===== config.mk =====
export PLATFORM = sky130hd
export DESIGN_NAME = nwx_bus_exchanger
export DESIGN_NICKNAME = d
export VERILOG_FILES = /design/src/rtl/nwx_pkg.sv /design/src/rtl/nwx_a2b_path.sv /design/src/rtl/nwx_b2a_path.sv /design/src/rtl/nwx_dir_ctl.sv /design/src/rtl/nwx_bus_exchanger.sv
export SDC_FILE = /design/constraint.sdc
export NUM_CORES = 1
export LEC_CHECK = 0
export ABC_AREA = 1
export BUFFER_PORTS_ARGS = -buffer_cell sky130_fd_sc_hd__buf_2
export CAP_MARGIN = 15
export CORE_MARGIN = 10
export CORE_UTILIZATION = 30
export CTS_CLUSTER_DIAMETER = 50
export DETAILED_ROUTE_END_ITERATION = 8
export RECOVER_POWER = 25
export SKIP_CTS_REPAIR_TIMING = 1
export SYNTH_ARGS = -nofsm -noshare
export SYNTH_HDL_FRONTEND = slang
export SYNTH_HIERARCHICAL = 1
export SYNTH_SLANG_ARGS = --single-unit

===== constraint.sdc =====
create_clock -name clk -period 1.5 [get_ports clk]
set_input_delay 0.075 -clock clk [delete_from_list [all_inputs] [get_ports clk]]
set_output_delay 0.075 -clock clk [all_outputs]
set_load 0.01 [all_outputs]

===== src/rtl/nwx_pkg.sv =====
package nwx_pkg;

  typedef enum logic {
    HALF_LO = 1'b0,
    HALF_HI = 1'b1
  } half_sel_e;

  function automatic logic is_on(input logic en_n);
    return ~en_n;
  endfunction

  function automatic half_sel_e to_half(input logic sel_bit);
    return sel_bit ? HALF_HI : HALF_LO;
  endfunction

endpackage


===== src/rtl/nwx_a2b_path.sv =====
module nwx_a2b_path #(
  parameter int NW       = 12,
  parameter int LO_DEPTH = 2
) (
  input  logic          clk,
  input  logic          rst,
  input  logic [NW-1:0] a_in,
  input  logic          lo_load_n,
  input  logic          hi_load_n,
  output logic [NW-1:0] lo_word,
  output logic [NW-1:0] hi_word,
  output logic [NW-1:0] lo_head,
  output logic          lo_load,
  output logic          hi_load
);
  import nwx_pkg::*;

  localparam int LAST = LO_DEPTH - 1;

  logic [NW-1:0] stg [LO_DEPTH];
  logic [NW-1:0] hi_q;

  assign lo_load = is_on(lo_load_n);
  assign hi_load = is_on(hi_load_n);

  for (genvar i = 0; i < LO_DEPTH; i++) begin : g_lo_stage
    logic [NW-1:0] feed;
    if (i == 0) begin : g_head
      assign feed = a_in;
    end else begin : g_body
      assign feed = stg[i-1];
    end
    always_ff @(posedge clk) begin
      if (rst)          stg[i] <= '0;
      else if (lo_load) stg[i] <= feed;
    end
  end

  always_ff @(posedge clk) begin
    if (rst)          hi_q <= '0;
    else if (hi_load) hi_q <= a_in;
  end

  assign lo_head = stg[0];
  assign lo_word = stg[LAST];
  assign hi_word = hi_q;
endmodule


===== src/rtl/nwx_b2a_path.sv =====
module nwx_b2a_path #(
  parameter int NW = 12
) (
  input  logic               clk,
  input  logic               rst,
  input  logic [NW-1:0]      b1_in,
  input  logic [NW-1:0]      b2_in,
  input  logic               ret1_load_n,
  input  logic               ret2_load_n,
  input  nwx_pkg::half_sel_e sel_q,
  output logic [NW-1:0]      a_word,
  output logic [NW-1:0]      ret1,
  output logic [NW-1:0]      ret2
);
  import nwx_pkg::*;

  function automatic logic [NW-1:0] pick_half(input half_sel_e s,
                                              input logic [NW-1:0] lo,
                                              input logic [NW-1:0] hi);
    return (s == HALF_HI) ? hi : lo;
  endfunction

  logic [NW-1:0] r1_q, r2_q;

  always_ff @(posedge clk) begin
    if (rst) begin
      r1_q <= '0;
      r2_q <= '0;
    end else begin
      if (is_on(ret1_load_n)) r1_q <= b1_in;
      if (is_on(ret2_load_n)) r2_q <= b2_in;
    end
  end

  assign ret1   = r1_q;
  assign ret2   = r2_q;
  assign a_word = pick_half(sel_q, r1_q, r2_q);
endmodule


===== src/rtl/nwx_dir_ctl.sv =====
module nwx_dir_ctl (
  input  logic               clk,
  input  logic               rst,
  input  logic               sel_hi,
  input  logic               oe_a_n,
  input  logic               oe_b_n,
  output nwx_pkg::half_sel_e sel_q,
  output logic               a_drive,
  output logic               b_drive
);
  import nwx_pkg::*;

  always_ff @(posedge clk) begin
    if (rst) begin
      sel_q   <= HALF_LO;
      a_drive <= 1'b0;
      b_drive <= 1'b0;
    end else begin
      sel_q   <= to_half(sel_hi);
      a_drive <= is_on(oe_a_n);
      b_drive <= is_on(oe_b_n);
    end
  end
endmodule


===== src/rtl/nwx_bus_exchanger.sv =====
module nwx_bus_exchanger #(
  parameter int NW       = 12,
  parameter int LO_DEPTH = 2
) (
  input  logic          clk,
  input  logic          rst,
  input  logic [NW-1:0] a_in,
  input  logic          lo_load_n,
  input  logic          hi_load_n,
  input  logic [NW-1:0] b1_in,
  input  logic [NW-1:0] b2_in,
  input  logic          ret1_load_n,
  input  logic          ret2_load_n,
  input  logic          sel_hi,
  input  logic          oe_a_n,
  input  logic          oe_b_n,
  output logic [NW-1:0] a_out,
  output logic          a_drive,
  output logic [NW-1:0] b1_out,
  output logic [NW-1:0] b2_out,
  output logic          b_drive
);
  import nwx_pkg::*;

  half_sel_e     sel_q;
  logic [NW-1:0] lo_head;
  logic [NW-1:0] ret1, ret2;
  logic          lo_load, hi_load;

  nwx_a2b_path #(.NW(NW), .LO_DEPTH(LO_DEPTH)) u_a2b (
    .clk      (clk),
    .rst      (rst),
    .a_in     (a_in),
    .lo_load_n(lo_load_n),
    .hi_load_n(hi_load_n),
    .lo_word  (b1_out),
    .hi_word  (b2_out),
    .lo_head  (lo_head),
    .lo_load  (lo_load),
    .hi_load  (hi_load)
  );

  nwx_b2a_path #(.NW(NW)) u_b2a (
    .clk        (clk),
    .rst        (rst),
    .b1_in      (b1_in),
    .b2_in      (b2_in),
    .ret1_load_n(ret1_load_n),
    .ret2_load_n(ret2_load_n),
    .sel_q      (sel_q),
    .a_word     (a_out),
    .ret1       (ret1),
    .ret2       (ret2)
  );

  nwx_dir_ctl u_ctl (
    .clk    (clk),
    .rst    (rst),
    .sel_hi (sel_hi),
    .oe_a_n (oe_a_n),
    .oe_b_n (oe_b_n),
    .sel_q  (sel_q),
    .a_drive(a_drive),
    .b_drive(b_drive)
  );
endmodule


==> summary.log, run 1 <==
INFO  power_and_ir_drop combPwrFrac=12.3%
INFO  worst_setup_path timing.rr.start=u_a2b/stg[0][5]
INFO  timing         fin_setup_tns=0ps
INFO  route          routed-via-count=2,192
INFO  place          io_buffers=82
INFO  worst_setup_path worstReg2RegEnd=u_a2b/stg[1][5]
INFO  final_layout   drive_above_1_share=22.3%
INFO  timing         fin_skew=5.37ps
INFO  final_layout   fillerInstances=888
INFO  timing         worstMarginPinSlew=423ps
INFO  cts            cts_tree=built
INFO  final_layout   diode_count=0
INFO  power_and_ir_drop p_leak=0.00188µW
INFO  power_and_ir_drop power_per_cell_area=1140nW/µm²
INFO  worst_setup_path timing.reg2reg.setup_slack=780ps
INFO  global_routing antenna_violations_before_repair=0
INFO  worst_hold_path hold_path_depth=3
INFO  timing         period_needed=1300ps
INFO  timing         maximum_frequency_from_static_timing_analysis=771MHz
INFO  global_routing grt_remaining_overflow=0
INFO  cts            clock-root-buffer=clkbuf_8
INFO  cts            number_of_buffers_created_by_cts=9
INFO  timing         setup_viol=0
INFO  final_layout   multi_input_comb_area=759µm²
INFO  yosys          synth.yosys.warnings=6
INFO  final_layout   layout-area-overhead-vs-synth=37.0%
INFO  worst_setup_path startpoint_type=flop
INFO  route          vias_per_cell=3.88
INFO  die            initial_cell_density_of_the_core=30.6%
INFO  place          placement.setup.worst_slack=422ps
INFO  worst_hold_path hp-start=b1_in[6]
INFO  worst_setup_path endpoint_kind=primary output
INFO  place          gpl.final_weighted_congestion=0.788
INFO  timing         setup_repair_after_global_routing_missed_its_margin=no
INFO  timing         timing_hold_violations_final=4
INFO  worst_setup_path worst-path-max-fanout=24
INFO  flow_run       max_cap_violations=0
INFO  final_layout   layout.area.seq=1500µm²
INFO  cts            path_clk_slew=70ps
INFO  power_and_ir_drop seqPwrFrac=47.1%
INFO  global_routing wire_length_of_the_first_global_routing_pass=9480µm
INFO  power_and_ir_drop clock_power_share=40.5%
INFO  route          wire_per_inst=11.3µm
INFO  route          route.antenna.remaining_nets=0
INFO  worst_setup_path rr_worst_depth=2
INFO  global_routing grt_max_degree=25
INFO  global_routing track_usage=9.25%
INFO  status         outcome=finished with violations
INFO  power_and_ir_drop power.share.switching=25.1%
INFO  place          detail_placement_hpwl=4610µm
INFO  cts            clk-insertion-delay-late=330ps
INFO  die            die_area=12,900µm²
INFO  timing         min_period_over_period=86.5%
INFO  timing         whs=-33.9ps
INFO  die            row_count=34
INFO  timing         report.final.slew_viol_count=0
INFO  yosys          synthesis.instances=338
INFO  route          firstDrtPassIters=6
INFO  die            die-height=114µm
INFO  die            floorplan.die.width=114µm
INFO  die            core=8640µm²
INFO  worst_hold_path timing.hold.worst.class=primary input to flop
INFO  yosys          post_synthesis_cell_area=2640µm²
INFO  power_and_ir_drop power.internal=3080µW
INFO  timing         relSlewSlack=71.7%
INFO  route          drt-initial-drc-count=162
INFO  cts            ctsLongestPathBuffers=2
INFO  power_and_ir_drop maximum_vdd_drop=0.000539V
INFO  die            io_pins=83
INFO  final_layout   final_nets=497
INFO  cts            cts_max_level=3
INFO  route          drt_wl_total=6370µm
INFO  status         violations=negative hold slack
INFO  yosys          net_count_after_synthesis=383
INFO  yosys          postSynthAreaPerCell=7.81µm²
INFO  power_and_ir_drop power_switching=1030µW
INFO  route          drc_errors=0
INFO  timing         final.setup.worst_slack=203ps
INFO  cts            cts_num_sinks=63
INFO  worst_setup_path kind_of_critical_path=flop to primary output
INFO  worst_setup_path cp.required=1420ps
INFO  global_routing first_global_vias=1,951
INFO  worst_setup_path critical_path_arrival=1220ps
INFO  worst_hold_path min_to=u_b2a/ret1[6]
==> sequential cells by signal, summed over array words and instances (netlist names) <==
register       flops
u_a2b/stg         24
u_a2b/hi_word     12
u_b2a/ret1        12
u_b2a/ret2        12
u_ctl/a_drive      1
u_ctl/b_drive      1
u_ctl/sel_q        1
==> per-stage QoR <==
stage               hold slack, ps  cells  total power (µW)  utilization, %  area (µm²)
global route                  1.48    565              4330            41.9        3610
finish                       -33.9    565              4110            41.9        3610
CTS                           -140    533              4110            38.2        3300
floorplan                      142    338              2250               -        2640
global placement               227    517              2420            35.5        3070
detailed placement             230    517              2430            35.5        3070
==> cell usage in the layout, fill, tap and decap left out <==
cell type,count
dfxtp_1,39
nor2_1,98
inv_2,1
nand2_1,85
clkinv_4,3
o21ai_0,12
inv_1,63
nor2_2,1
dlygate4sd3_1,32
nand2_2,1
clkbuf_1,2
buf_4,3
edfxtp_1,24
buf_2,80
clkbuf_8,9
inv_6,2
bufinv_16,2
==> area by class of cell <==
cell class	instances	share of cell area, %
Inverter	64	6.65
Tap cell	108	3.74
Multi-Input combinational cell	197	21.0
Timing Repair Buffer	117	20.8
Clock buffer	9	3.43
Sequential cell	63	41.5
Clock inverter	7	2.87
==> worst max path at each step <==
stage                      startpoint          endpoint  slack [ps]  cells past startpoint
after global placement            rst  u_a2b/stg[1][11]         460                      4
after CTS                 u_ctl/sel_q          a_out[1]         160                      3
after detailed placement          rst  u_a2b/stg[1][10]         420                      4
after floorplan                   rst   u_a2b/stg[0][0]         320                      3
after global routing      u_ctl/sel_q          a_out[1]         100                      4
final                     u_ctl/sel_q          a_out[1]         200                      3
==> power by group through the flow <==
stage	clock, µW	combinational (µW)	sequential (µW)
floorplan	0	259	1990
global placement	0	443	1980
detailed placement	0	449	1980
CTS	1720	451	1940
global route	1800	581	1950
finish	1670	507	1940
==> critical path, cell delays in order, from the launching register on <==
cell and delay [ps]:
dfxtp_1 300, buf_4 190, o21ai_0 230, buf_2 170
==> routing by layer <==
metal	vias to the layer above	global-route usage, %	wire [µm]
li1	1211	-	-
met1	929	10.9	2820
met2	45	14.5	3130
met3	7	3.36	321
met4	0	4.59	99
met5	-	0	0
Power figures use the tool's default switching activity.
==> run 2, diff against run 1 <==
Settings changed: ABC_AREA 1 to unset.
==> run 2 against run 1 <==
Effect of this change: area after synthesis decreased by 8.4%; the flow still finishes with violations (negative hold slack); clock power fell by 7%; hold slack better by 8.0 ps; first-iteration DRC count is 51% lower.
==> summary.log, run 2 <==
INFO  final_layout   layout_common_cells=buf_2, dfxtp_1, nor2_1, mux2i_1, edfxtp_1
INFO  worst_setup_path worstReg2RegEnd=u_a2b/stg[1][7]
INFO  final_layout   drive_above_1_share=37.2% [+15 points]
INFO  global_routing grt_max_degree=31 [+24%]
INFO  worst_setup_path timing.rr.start=u_a2b/stg[0][7]
INFO  place          gpl.final_weighted_congestion=0.750 [-4.9%]
INFO  die            row_count=32 [-5.9%]
INFO  global_routing grt_remaining_overflow=0 [unchanged]
INFO  final_layout   diode_count=0 [unchanged]
INFO  global_routing track_usage=9.05% [-0.20 points]
INFO  cts            clock-root-buffer=clkbuf_8
INFO  yosys          synthesis.instances=186 [-45%]
INFO  route          drc_errors=0 [unchanged]
INFO  status         violations=negative hold slack
INFO  timing         period_needed=1410ps [+113 ps]
INFO  timing         timing_hold_violations_final=7 [+3]
INFO  global_routing wire_length_of_the_first_global_routing_pass=8310µm [-12%]
INFO  worst_setup_path timing.reg2reg.setup_slack=760ps [-20 ps]
INFO  worst_setup_path crit_path_top_delay_cell=dfxtp_1
INFO  power_and_ir_drop maximum_vdd_drop=0.000408V [-24%]
INFO  die            core=7770µm² [-10%]
INFO  final_layout   multi_input_comb_area=807µm² [+6.3%]
INFO  flow_run       max_cap_violations=0 [unchanged]
INFO  worst_setup_path timing.critical_path.to=a_out[2]
INFO  place          io_buffers=82 [unchanged]
INFO  final_layout   post-route-cell-area=3260µm² [-9.7%]
INFO  cts            number_of_buffers_created_by_cts=9 [unchanged]
INFO  die            io_pins=83 [unchanged]
INFO  worst_setup_path critical_path_arrival=1340ps [+120 ps]
INFO  final_layout   layout.cells.most_common=buf_2
INFO  timing         maximum_frequency_from_static_timing_analysis=709MHz [-8.0%]
INFO  timing         setup_viol=0 [unchanged]
INFO  final_layout   max_flop_register=u_a2b/stg
INFO  place          placedInstanceArea=2870µm² [-6.4%]
INFO  place          detail_placement_hpwl=4130µm [-10%]
INFO  worst_setup_path worst-path-stages=3 [unchanged]
INFO  worst_setup_path cp_slowest_stage_delay=350ps [+50 ps]
INFO  worst_setup_path critical_path.top_delay_family=flip-flops
INFO  worst_setup_path worst-path-max-fanout=11 [-54%]
INFO  worst_setup_path kind_of_critical_path=flop to primary output
INFO  worst_setup_path critical_path.startpoint=u_ctl/sel_q
INFO  worst_hold_path timing.hold.worst.class=primary input to flop
INFO  final_layout   final_nets=336 [-32%]
INFO  yosys          net_count_after_synthesis=231 [-40%]
INFO  worst_setup_path endpoint_kind=primary output
INFO  timing         min_period_over_period=94.0% [+7.5 points]
INFO  worst_setup_path cp.required=1420ps [about the same]
INFO  cts            cts_tree=built
INFO  worst_setup_path cp.buffers_inverters=2 [unchanged]
INFO  final_layout   layout-area-overhead-vs-synth=35.1%
INFO  route          vias_per_cell=4.12 [+6.1%]
INFO  timing         fin_skew=3.09ps [-2.28 ps]
INFO  worst_setup_path rr_worst_depth=1 [-1]
INFO  global_routing first_global_vias=1,638 [-16%]
INFO  timing         whs=-25.9ps [+7.96 ps]
INFO  route          route.antenna.remaining_nets=0 [unchanged]
INFO  final_layout   layout.area.seq=1500µm² [unchanged]
INFO  die            floorplan.die.width=110µm [-3.6%]
INFO  worst_setup_path startpoint_type=flop
INFO  yosys          post_synthesis_cell_area=2420µm² [-8.4%]
INFO  die            die_area=12,000µm² [-7.0%]
INFO  route          drt-initial-drc-count=80 [-51%]
INFO  route          routed-via-count=1,638 [-25%]
INFO  die            die-height=110µm [-3.6%]
INFO  die            initial_cell_density_of_the_core=31.1% [+0.55 points]
INFO  timing         worstMarginPinSlew=664ps [+241 ps]
INFO  cts            path_clk_slew=70ps [about the same]
INFO  route          wire_per_inst=14.1µm [+25%]
INFO  timing         fin_setup_tns=0ps [unchanged]
INFO  timing         report.final.slew_viol_count=0 [unchanged]
INFO  worst_setup_path crit_path_cells=buf_6 -> mux2_2 -> buf_2
INFO  cts            cts_max_level=3 [unchanged]
INFO  global_routing antenna_violations_before_repair=0 [unchanged]
INFO  power_and_ir_drop p_leak=0.00155µW [-18%]
INFO  status         outcome=finished with violations
INFO  yosys          synth.yosys.warnings=6 [unchanged]
INFO  cts            ctsLongestPathBuffers=2 [unchanged]
INFO  route          drt_wl_total=5620µm [-12%]
INFO  cts            clk-insertion-delay-late=330ps [about the same]
INFO  yosys          postSynthAreaPerCell=13.0µm² [+66%]
INFO  timing         relSlewSlack=55.7% [-16 points]
INFO  cts            cts_num_sinks=63 [unchanged]
INFO  route          firstDrtPassIters=6 [unchanged]
INFO  power_and_ir_drop power_per_cell_area=1190nW/µm² [+4.8%]
INFO  final_layout   largest_reg_flops=24 [unchanged]
INFO  final_layout   fillerInstances=770 [-13%]
[run 2: through the flow]
stage	setup slack [ps]	cells	total power [µW]	utilization (%)	hold WS (ps)
2_1_floorplan	416	186	2190	-	142
3_3_place_gp	429	363	2340	37.0	226
3_5_place_dp	404	363	2350	37.0	229
4_1_cts	32.1	379	3920	39.6	-132
5_1_grt	-1.73	398	4080	42.0	2.18
6_report	89.8	398	3890	42.0	-25.9
[run 2: per-layer routing]
layer	wire length (µm)	up-vias	track usage (%)
li1	-	842	-
met4	101	0	4.83
met1	2380	747	10.4
met2	2780	41	14.2
met3	353	8	3.69
met5	0	-	0
[run 2: how the worst min path moves through the flow]
stage,startpoint,to,slack [ps],cells past startpoint
5_1_grt,a_in[3],u_a2b/hi_word[3],2,3
3_5_place_dp,oe_b_n,u_ctl/b_drive,230,2
4_1_cts,oe_b_n,u_ctl/b_drive,-130,2
3_3_place_gp,oe_b_n,u_ctl/b_drive,230,2
6_report,b2_in[1],u_b2a/ret2[1],-30,3
2_1_floorplan,rst,u_ctl/a_drive,140,1
[run 2: where the power goes]
group / internal, µW / switching [µW] / total (µW)
clock: 933 / 619 / 1550
sequential: 1890 / 40.4 / 1930
combinational: 211 / 197 / 408
[run 2: area by class of cell]
type / count / share of cell area, %
timing repair buffer: 104 / 19.1
clock buffer: 12 / 4.14
multi-input combinational: 113 / 24.7
sequential: 63 / 46.0
tap: 102 / 3.91
clock inverter: 4 / 2.15
